**src/rtl/eepc_pkg.sv**
```systemverilog
package eepc_pkg;
  localparam int BYTE_W  = 8;
  localparam int WORD_W  = 2 * BYTE_W;
  localparam int MADDR_W = BYTE_W + 1;

  localparam logic [BYTE_W-1:0] OFS_CMD = 8'hF0;
  localparam logic [BYTE_W-1:0] OFS_ADR = 8'hF1;
  localparam logic [BYTE_W-1:0] OFS_DHI = 8'hF2;
  localparam logic [BYTE_W-1:0] OFS_DLO = 8'hF3;

  localparam int CMD_GO_BIT = 2;
  localparam int CMD_A8_BIT = 7;

  typedef enum logic [1:0] {
    OP_NOP     = 2'b00,
    OP_WRITE   = 2'b01,
    OP_READ    = 2'b10,
    OP_INVALID = 2'b11
  } op_e;

  typedef enum logic [1:0] {
    ST_IDLE,
    ST_REQ,
    ST_RSP,
    ST_WAIT
  } seq_st_e;
endpackage

```
**src/rtl/eepc_regs.sv**
```systemverilog
module eepc_regs
  import eepc_pkg::*;
#(
  parameter logic [BYTE_W-1:0] STAT_OFS = 8'h05
) (
  input  logic               clk,
  input  logic               rst_n,
  input  logic               cfg_active,
  input  logic [BYTE_W-1:0]  reg_addr,
  input  logic               reg_wr,
  input  logic [BYTE_W-1:0]  reg_wdata,
  output logic [BYTE_W-1:0]  reg_rdata,
  input  logic               done_i,
  input  logic               load_i,
  input  logic [WORD_W-1:0]  load_word_i,
  output logic               go_o,
  output op_e                op_o,
  output logic [MADDR_W-1:0] maddr_o,
  output logic [WORD_W-1:0]  word_o
);
  logic [1:0]        op_q;
  logic              go_q;
  logic              a8_q;
  logic [BYTE_W-1:0] adr_q;
  logic [BYTE_W-1:0] dhi_q;
  logic [BYTE_W-1:0] dlo_q;
  logic              wr_ok;

  // host writes land only when the configuration state is on and nothing runs
  assign wr_ok = reg_wr && cfg_active && !go_q;

  always_ff @(posedge clk or negedge rst_n) begin
    if (!rst_n) begin
      op_q  <= '0;
      go_q  <= 1'b0;
      a8_q  <= 1'b0;
      adr_q <= '0;
      dhi_q <= '0;
      dlo_q <= '0;
    end else begin
      if (done_i) go_q <= 1'b0;
      if (load_i) begin
        dhi_q <= load_word_i[WORD_W-1:BYTE_W];
        dlo_q <= load_word_i[BYTE_W-1:0];
      end
      if (wr_ok) begin
        case (reg_addr)
          OFS_CMD: begin
            op_q <= reg_wdata[1:0];
            go_q <= reg_wdata[CMD_GO_BIT];
            a8_q <= reg_wdata[CMD_A8_BIT];
          end
          OFS_ADR: adr_q <= reg_wdata;
          OFS_DHI: dhi_q <= reg_wdata;
          OFS_DLO: dlo_q <= reg_wdata;
          default: ;
        endcase
      end
    end
  end

  always_comb begin
    reg_rdata = '0;
    if (cfg_active) begin
      case (reg_addr)
        OFS_CMD:  reg_rdata = {a8_q, 4'b0000, go_q, op_q};
        OFS_ADR:  reg_rdata = adr_q;
        OFS_DHI:  reg_rdata = dhi_q;
        OFS_DLO:  reg_rdata = dlo_q;
        STAT_OFS: reg_rdata = {{(BYTE_W-1){1'b0}}, !go_q};
        default:  reg_rdata = '0;
      endcase
    end
  end

  assign go_o    = go_q;
  assign op_o    = op_e'(op_q);
  assign maddr_o = {a8_q, adr_q};
  assign word_o  = {dhi_q, dlo_q};
endmodule

```
**src/rtl/eepc_seq.sv**
```systemverilog
module eepc_seq
  import eepc_pkg::*;
#(
  parameter int WRITE_CYCLES = 143180
) (
  input  logic               clk,
  input  logic               rst_n,
  input  logic               go_i,
  input  op_e                op_i,
  input  logic [MADDR_W-1:0] maddr_i,
  input  logic [WORD_W-1:0]  word_i,
  output logic               mem_req_valid,
  input  logic               mem_req_ready,
  output logic               mem_req_write,
  output logic [MADDR_W-1:0] mem_req_addr,
  output logic [WORD_W-1:0]  mem_req_wdata,
  input  logic               mem_rsp_valid,
  input  logic [WORD_W-1:0]  mem_rsp_data,
  output logic               done_o,
  output logic               load_o,
  output logic [WORD_W-1:0]  load_word_o
);
  localparam int CNT_W = (WRITE_CYCLES > 1) ? $clog2(WRITE_CYCLES) : 1;
  localparam logic [CNT_W-1:0] CNT_LAST = CNT_W'(WRITE_CYCLES - 1);

  seq_st_e          state_q, state_d;
  logic [CNT_W-1:0] cnt_q;

  always_comb begin
    state_d = state_q;
    done_o  = 1'b0;
    load_o  = 1'b0;
    case (state_q)
      ST_IDLE: begin
        if (go_i) begin
          if (op_i == OP_WRITE || op_i == OP_READ) state_d = ST_REQ;
          else                                     done_o  = 1'b1;
        end
      end
      ST_REQ: begin
        if (mem_req_ready) state_d = (op_i == OP_READ) ? ST_RSP : ST_WAIT;
      end
      ST_RSP: begin
        if (mem_rsp_valid) begin
          load_o  = 1'b1;
          done_o  = 1'b1;
          state_d = ST_IDLE;
        end
      end
      ST_WAIT: begin
        if (cnt_q == CNT_LAST) begin
          done_o  = 1'b1;
          state_d = ST_IDLE;
        end
      end
      default: state_d = ST_IDLE;
    endcase
  end

  always_ff @(posedge clk or negedge rst_n) begin
    if (!rst_n) begin
      state_q <= ST_IDLE;
      cnt_q   <= '0;
    end else begin
      state_q <= state_d;
      if (state_q == ST_WAIT) cnt_q <= cnt_q + 1'b1;
      else                    cnt_q <= '0;
    end
  end

  assign mem_req_valid = (state_q == ST_REQ);
  assign mem_req_write = (op_i == OP_WRITE);
  assign mem_req_addr  = maddr_i;
  assign mem_req_wdata = word_i;
  assign load_word_o   = mem_rsp_data;
endmodule

```
**src/rtl/eepc_ctrl.sv**
```systemverilog
module eepc_ctrl
  import eepc_pkg::*;
#(
  parameter int                WRITE_CYCLES = 143180,
  parameter logic [BYTE_W-1:0] STAT_OFS     = 8'h05
) (
  input  logic               clk,
  input  logic               rst_n,
  input  logic               cfg_active,
  input  logic [BYTE_W-1:0]  reg_addr,
  input  logic               reg_wr,
  input  logic [BYTE_W-1:0]  reg_wdata,
  output logic [BYTE_W-1:0]  reg_rdata,
  output logic               mem_req_valid,
  input  logic               mem_req_ready,
  output logic               mem_req_write,
  output logic [MADDR_W-1:0] mem_req_addr,
  output logic [WORD_W-1:0]  mem_req_wdata,
  input  logic               mem_rsp_valid,
  input  logic [WORD_W-1:0]  mem_rsp_data
);
  logic               go;
  op_e                op;
  logic [MADDR_W-1:0] maddr;
  logic [WORD_W-1:0]  word;
  logic               done;
  logic               load;
  logic [WORD_W-1:0]  load_word;

  eepc_regs #(.STAT_OFS(STAT_OFS)) u_regs (
    .clk(clk), .rst_n(rst_n), .cfg_active(cfg_active),
    .reg_addr(reg_addr), .reg_wr(reg_wr), .reg_wdata(reg_wdata),
    .reg_rdata(reg_rdata), .done_i(done), .load_i(load),
    .load_word_i(load_word), .go_o(go), .op_o(op),
    .maddr_o(maddr), .word_o(word)
  );

  eepc_seq #(.WRITE_CYCLES(WRITE_CYCLES)) u_seq (
    .clk(clk), .rst_n(rst_n), .go_i(go), .op_i(op),
    .maddr_i(maddr), .word_i(word),
    .mem_req_valid(mem_req_valid), .mem_req_ready(mem_req_ready),
    .mem_req_write(mem_req_write), .mem_req_addr(mem_req_addr),
    .mem_req_wdata(mem_req_wdata), .mem_rsp_valid(mem_rsp_valid),
    .mem_rsp_data(mem_rsp_data), .done_o(done), .load_o(load),
    .load_word_o(load_word)
  );
endmodule

```
**config.mk**
```make
export PLATFORM = sky130hd
export DESIGN_NAME = eepc_ctrl
export DESIGN_NICKNAME = d
export VERILOG_FILES = /design/src/rtl/eepc_pkg.sv /design/src/rtl/eepc_regs.sv /design/src/rtl/eepc_seq.sv /design/src/rtl/eepc_ctrl.sv
export SDC_FILE = /design/constraint.sdc
export NUM_CORES = 1
export LEC_CHECK = 0
export ABC_AREA = 1
export BUFFER_PORTS_ARGS = -buffer_cell sky130_fd_sc_hd__buf_4
export CORE_AREA = 2 2 91 93
export DETAILED_ROUTE_END_ITERATION = 6
export DIE_AREA = 0 0 93 95
export GPL_TIMING_DRIVEN = 0
export PLACE_DENSITY = 0.67
export RECOVER_POWER = 100
export SYNTH_ARGS = -nofsm -noshare
export SYNTH_HDL_FRONTEND = slang
export SYNTH_SLANG_ARGS = --single-unit
```
**constraint.sdc**
```tcl
create_clock -name clk -period 1.4 [get_ports clk]
set_input_delay 0 -clock clk [delete_from_list [all_inputs] [get_ports clk]]
set_output_delay 0 -clock clk [all_outputs]
set_load 0.05 [all_outputs]
```
## After elaboration in Yosys (flattened, before gate mapping)

Index checks and enable logic that the tools add are counted.

| cells by class | value |
|---|---|
| $add $sub $neg | 1 |
| eq/ne operators | 16 |
| multiplexer cells | 25 |
| reductions and logical operators | 8 |

Operator list:

| kind | count |
|---|---|
| 2-to-1 mux 8 bit | 7 |
| case mux 8 bit (5 select lines) | 1 |
| == test 8 bit, second input constant | 4 |
| adder 18 x 1 -> 18 bit, second input constant | 1 |
| == test 18 bit, second input constant | 1 |
| 2-to-1 mux 18 bit | 1 |
| 2-to-1 mux 2 bit | 5 |
| 2-to-1 mux 1 bit | 9 |
| == test 8 x 3 -> 1 bit, second input constant | 1 |
| case mux 2 bit (4 select lines) | 1 |
| == test 2 bit, second input constant | 3 |
| != test 2 x 1 -> 1 bit, second input constant | 3 |
| AND reduction 5 bit | 1 |
| == test 2 x 1 -> 1 bit, second input constant | 2 |
| != test 2 bit, second input constant | 2 |
| AND reduction 2 bit | 2 |
| case mux 1 bit (3 select lines) | 1 |
| logical AND 1 bit | 2 |
| zero test 2 bit | 1 |
| zero test 1 bit | 1 |
| logical OR 1 bit | 1 |

| word-level totals | value |
|---|---|
| bits in registers | 48 |
| input bits | 38 |
| logic and storage cells | 58 |

## Depth between registers and ports, before layout

| depth | value |
|---|---|
| depth after elaboration | 8 |
| mapped depth | 9 |

## By module

A second synthesis with hierarchy kept.

| second synthesis, totals | value |
|---|---|
| cell total of the unflattened synthesis | 416 |
| area, all modules | 3168.0 µm² |

By module, submodules not included:

| module | instances | cells an instance | area each (µm²) |
|---|---|---|---|
| eepc_regs | 1 | 219 | 1705.4 |
| eepc_seq | 1 | 197 | 1462.7 |

## Least setup slack after synthesis

OpenSTA, ideal clock, no wires.

| path | value |
|---|---|
| path kind | reg2out |
| from | reg u_regs.dlo_q[2] |
| to | out reg_rdata[2] |
| arrival time | 1553 ps |
| required time | 1400 ps |
| setup slack | -153 ps |
| stages on the path, launching flop included | 5 |
| cell sequence | dfrtp_1 -> nand4_1 -> nand3_1 -> nor2_1 -> nor2_1 |

| between the ends | value |
|---|---|
| word-level cells in the longest chain between the ends | 2 |

Ends and longest elaborated chain:

| element | RTL line | source |
|---|---|---|
| start, declared | eepc_regs.sv:26 | `logic [BYTE_W-1:0] dlo_q;` |
| start signal, assigned | eepc_regs.sv:44 | `dlo_q <= load_word_i[BYTE_W-1:0];` |
| start signal, assigned | eepc_regs.sv:55 | `OFS_DLO: dlo_q <= reg_wdata;` |
| case mux 8 bit (5 select lines) | eepc_regs.sv:65 | `case (reg_addr)` |
| 2-to-1 mux 8 bit | eepc_regs.sv:64 | `if (cfg_active) begin` |
| end, declared | eepc_ctrl.sv:13 | `output logic [BYTE_W-1:0] reg_rdata,` |

Every way passes these cells.

## Worst setup path in the final report

| path | value |
|---|---|
| from | reg u_seq.cnt_q[0] |
| to | reg u_seq.cnt_q[10] |

| between the ends | value |
|---|---|
| word-level cells in the longest chain between the ends | 2 |

Ends and longest elaborated chain:

| element | RTL line | source |
|---|---|---|
| start, declared | eepc_seq.sv:27 | `logic [CNT_W-1:0] cnt_q;` |
| start signal, assigned | eepc_seq.sv:66 | `if (state_q == ST_WAIT) cnt_q <= cnt_q + 1'b1;` |
| adder 18 x 1 -> 18 bit | eepc_seq.sv:66 |  |
| 2-to-1 mux 18 bit | eepc_seq.sv:66 |  |

Every way passes these cells.
A chain may end at the register's enable or synchronous reset.

==> impl_summary.md <==
Critical path
Counting cells, the worst reg-to-reg path comes to 8. Data on the critical path arrives at its endpoint at 1.56 ns. The worst setup path is captured at a flop. Of all nets on the critical path, the largest fanout is 5.

STA classifies the critical path startpoint as a flop. For the worst setup path, the data required time is 1.63 ns. The slack of the worst reg-to-reg path is 0.07 ns. The worst setup path is of the flop to flop kind.

Together, buffers and inverters on the worst path number 0. The reg-to-reg critical path startpoint is u_seq.cnt_q[0]. For this run, the slowest stage of the critical path takes 0.37 ns. The critical path starts at u_seq.cnt_q[0].

The master of the slowest instance on the critical path is sky130_fd_sc_hd__dfrtp_1. The kind of cell with the highest combined delay along the critical path is simple AND/OR/NAND/NOR gates. The endpoint of the worst register-to-register path is u_seq.cnt_q[10]. The critical path goes through ha_2, nand2_4, nor2_4, nand2_2, nor2_4, nand2_2, nand2_1, nor3b_2.

Floorplanning
The number of cell rows is 33. The area enclosed by the die boundary is 8840 µm². The core area is 7930 µm².

The starting utilization of the core area is 0.385. The die extent in x is 93 µm. The number of placed I/O pins is 73. The height of the die is 95 µm.

Place
Summed over all nets, the half-perimeter wirelength after detailed placement is 6070 µm. The total cell area at the placement stage is 3740 µm². The number of placed instances, taps included is 597. The routability-driven placement congestion ratio is 0.893. The total of buffers placed on input and output ports is 72.

GRT
The met2 track utilization from global routing is 0.336. After global routing the overflow that remains totals 0. Entering global routing, the biggest net connects 49 pins. The combined global-route utilization of all metal layers is 0.194. The first global-routing pass estimated 13600 µm of wire. The via count of the first global-routing pass is 2913. The number of antenna violations at the first check in global routing is 0.

In the global route stage, met1 resource usage came out at 0.244. In the global route stage, met3 resource usage came out at 0.0431. The layer flagged by global routing as most heavily used is met2.

STA
The minimum period implied by the final worst setup slack is 1.33 ns. Setup violations remaining at the end of the flow were counted as 0. Setup repair after global routing could not meet its margin everywhere. Derived from the worst setup path, the maximum achievable clock frequency is 753 MHz.

The max-slew violation count came to 0. The final-report hold violation count is 0. The period utilization is 0.948.

For the final database, setup skew stands at 0.00400 ns. At the pin with the least slew margin, the transition time is 1.08 ns. The normalized max-slew margin is 0.280. After routing, the total negative slack on setup checks comes to 0 ns. Hold timing on the final database bottoms out at a slack of 0.0395 ns.

Min path
In this run the most critical hold path is launched from mem_rsp_data[1]. The number of instances on the worst hold path is 5. The path class of the lowest-slack min-delay path is input pin to flop. For hold timing, the worst endpoint is u_regs.dlo_q[1].

Power and ir drop
IR analysis of the VDD net gives a maximum drop of 0.000807 V. The power per unit of standard cell area is 1300 nW/µm². For this design the static power due to leakage is 1.99 nW.

Synthesis
Synthesis produced a netlist with a net count of 461. Counting every instance in the synthesized netlist gives 420. The netlist uses 32 different library cells. For this run, the register share of the synthesized area comes to 0.393. Counting flops with a built-in enable in the synthesized netlist gives 0. After synthesis, the share of flip-flops with an asynchronous set or reset is 1.00. The mean cell area of the mapped netlist is 7.27 µm².

The flip-flop cell with the highest count after synthesis is sky130_fd_sc_hd__dfrtp_1. The post-synth design cell area is 3050 µm². For this run, the number of Yosys warnings is 0.

The number of synthesized register bits is 48.

Layout
The final instance area is 4020 µm². The net count of the finished layout is 556. 0 antenna diodes ended up in the layout. For this run, the share of the core covered by cells in the final layout is 0.507. The library cell used most frequently in the layout, excluding fill and tap cells, is sky130_fd_sc_hd__nand2_1. Relative to the synthesized area, the layout overhead comes to 31.7%. Once layout is complete, the cells apart from fillers number 621.

Counting the fill cells in the layout gives 804. In the final layout, the share of cells above drive strength 1 is 0.266. The library cells used most frequently in the layout, excluding fill and tap cells, are sky130_fd_sc_hd__nand2_1, sky130_fd_sc_hd__inv_1, sky130_fd_sc_hd__buf_4.

Clock tree
The level count of the clock H-tree is 2. The total number of clock tree sinks is 48. Counting along the longest clock path gives a buffer depth of 2.

The number of buffers created by CTS is 5. The buffer type at the clock tree root is sky130_fd_sc_hd__clkbuf_8. TritonCTS built the clock tree. After clock tree synthesis, the clock-pin slew on the worst setup and hold paths is 0.09 ns. The clock network latency to the later pin of the worst-skew pair is 0.31 ns.

Routing
Dividing the detail-routed wire length by the instance count gives 12.8 µm. In this run, the number of DRC markers left after iteration 0 of detailed routing was 152. The total number of vias is 3017. The number of nets with antenna violations after routing is 0. The DRC violation count after routing is 0. The post-detailed-route via-to-cell ratio is 4.86. The first-pass detailed-route iteration total is 4.

Wires add up to 7940 µm.

Job
The max capacitance violation total is 0.

Outcome
The flow ran to the end, and the final reports show no timing, DRC or antenna violations.
## worst max path at each step
stage | endpoint | cells after the start
2_1_floorplan | u_seq.state_q[1] | 8
3_3_place_gp | u_seq.cnt_q[10] | 8
3_5_place_dp | u_seq.cnt_q[10] | 8
4_1_cts | u_seq.cnt_q[10] | 8
5_1_grt | u_seq.state_q[1] | 8
6_report | u_seq.cnt_q[10] | 8
## through the flow
step                      setup slack (ns)  power, mW
after floorplan                     0.0687       3.44
after global placement             -0.0910       4.15
after detailed placement            -0.146       4.19
after CTS                         -0.00158       5.38
after global routing               -0.0484       5.57
final                               0.0726       5.23
## metal layers
metal / part of all wire / wire length [µm]
met5: 0 / 0
met1: 0.44 / 3520
met4: 0.0088 / 70
met3: 0.055 / 438
met2: 0.49 / 3910
## state kept, by name, summed over array words and instances (netlist names)
signal         cells
u_regs.a8_q        1
u_seq.cnt_q       18
u_regs.dhi_q       8
u_regs.op_o        2
u_regs.dlo_q       8
u_regs.go_o        1
u_regs.adr_q       8
u_seq.state_q      2
## worst reg2reg max path: cells and delay by family, from the launching register on
kind          cells  cell delay [ns]
fa+ha+maj         1             0.22
flops             1             0.37
simple gates      7             0.67
## synth_stat cells, types with 4 or more instances
| cell type | number | area, µm² |
|---|---|---|
| sky130_fd_sc_hd__nand2_1 | 102 | 383 |
| sky130_fd_sc_hd__inv_1 | 58 | 218 |
| sky130_fd_sc_hd__nor2_1 | 51 | 191 |
| sky130_fd_sc_hd__dfrtp_1 | 48 | 1200 |
| sky130_fd_sc_hd__nand3_1 | 43 | 215 |
| sky130_fd_sc_hd__o21ai_0 | 28 | 140 |
| sky130_fd_sc_hd__o21ai_2 | 16 | 140 |
| sky130_fd_sc_hd__a21oi_1 | 11 | 55.1 |
| sky130_fd_sc_hd__nand4_1 | 8 | 50.1 |
| sky130_fd_sc_hd__nand2_2 | 5 | 31.3 |
| sky130_fd_sc_hd__nor3_1 | 5 | 25.0 |
| sky130_fd_sc_hd__o21ai_1 | 5 | 25.0 |
| sky130_fd_sc_hd__xor2_1 | 4 | 35.0 |
## report_power, final
part	internal (mW)	total (mW)	leakage, nW	switching, mW
clock network	0.631	1.13	0.0645	0.502
registers	1.65	1.90	0.639	0.251
logic	0.595	2.19	1.29	1.60
## cells by family (layout without fill, tap and decap cells)
family                     after synthesis  in the layout  share of synthesized area
adders and majority gates                3              3                     0.0123
buffers and inverters                   72            168                      0.101
xor gates and xnor gates                 5              5                     0.0143
DFF                                     48             48                      0.393
AOI/OAI and AO/OA                       60             60                      0.118
and+or+nand+nor                        232            232                      0.361
## timing repair
item,CTS,global route
hold endpoints to repair,64,0
gates resized for setup,15,19
buffers inserted,4,3
hold buffers,9,0
setup endpoints to repair,24,33
pin swaps,5,5
## final cells by class
| cell class | instances | area (µm²) | share of cell area |
|---|---|---|---|
| inverter | 62 | 241 | 0.0601 |
| clock buffer | 7 | 96.3 | 0.0240 |
| multi-input combinational | 300 | 1640 | 0.407 |
| timing repair buffer | 88 | 596 | 0.148 |
| clock inverter | 1 | 30.0 | 0.00747 |
| tap | 105 | 131 | 0.0327 |
| sequential | 48 | 1210 | 0.300 |
| buffer | 10 | 83.8 | 0.0209 |
Note: power is estimated with default switching activity, not from simulation.
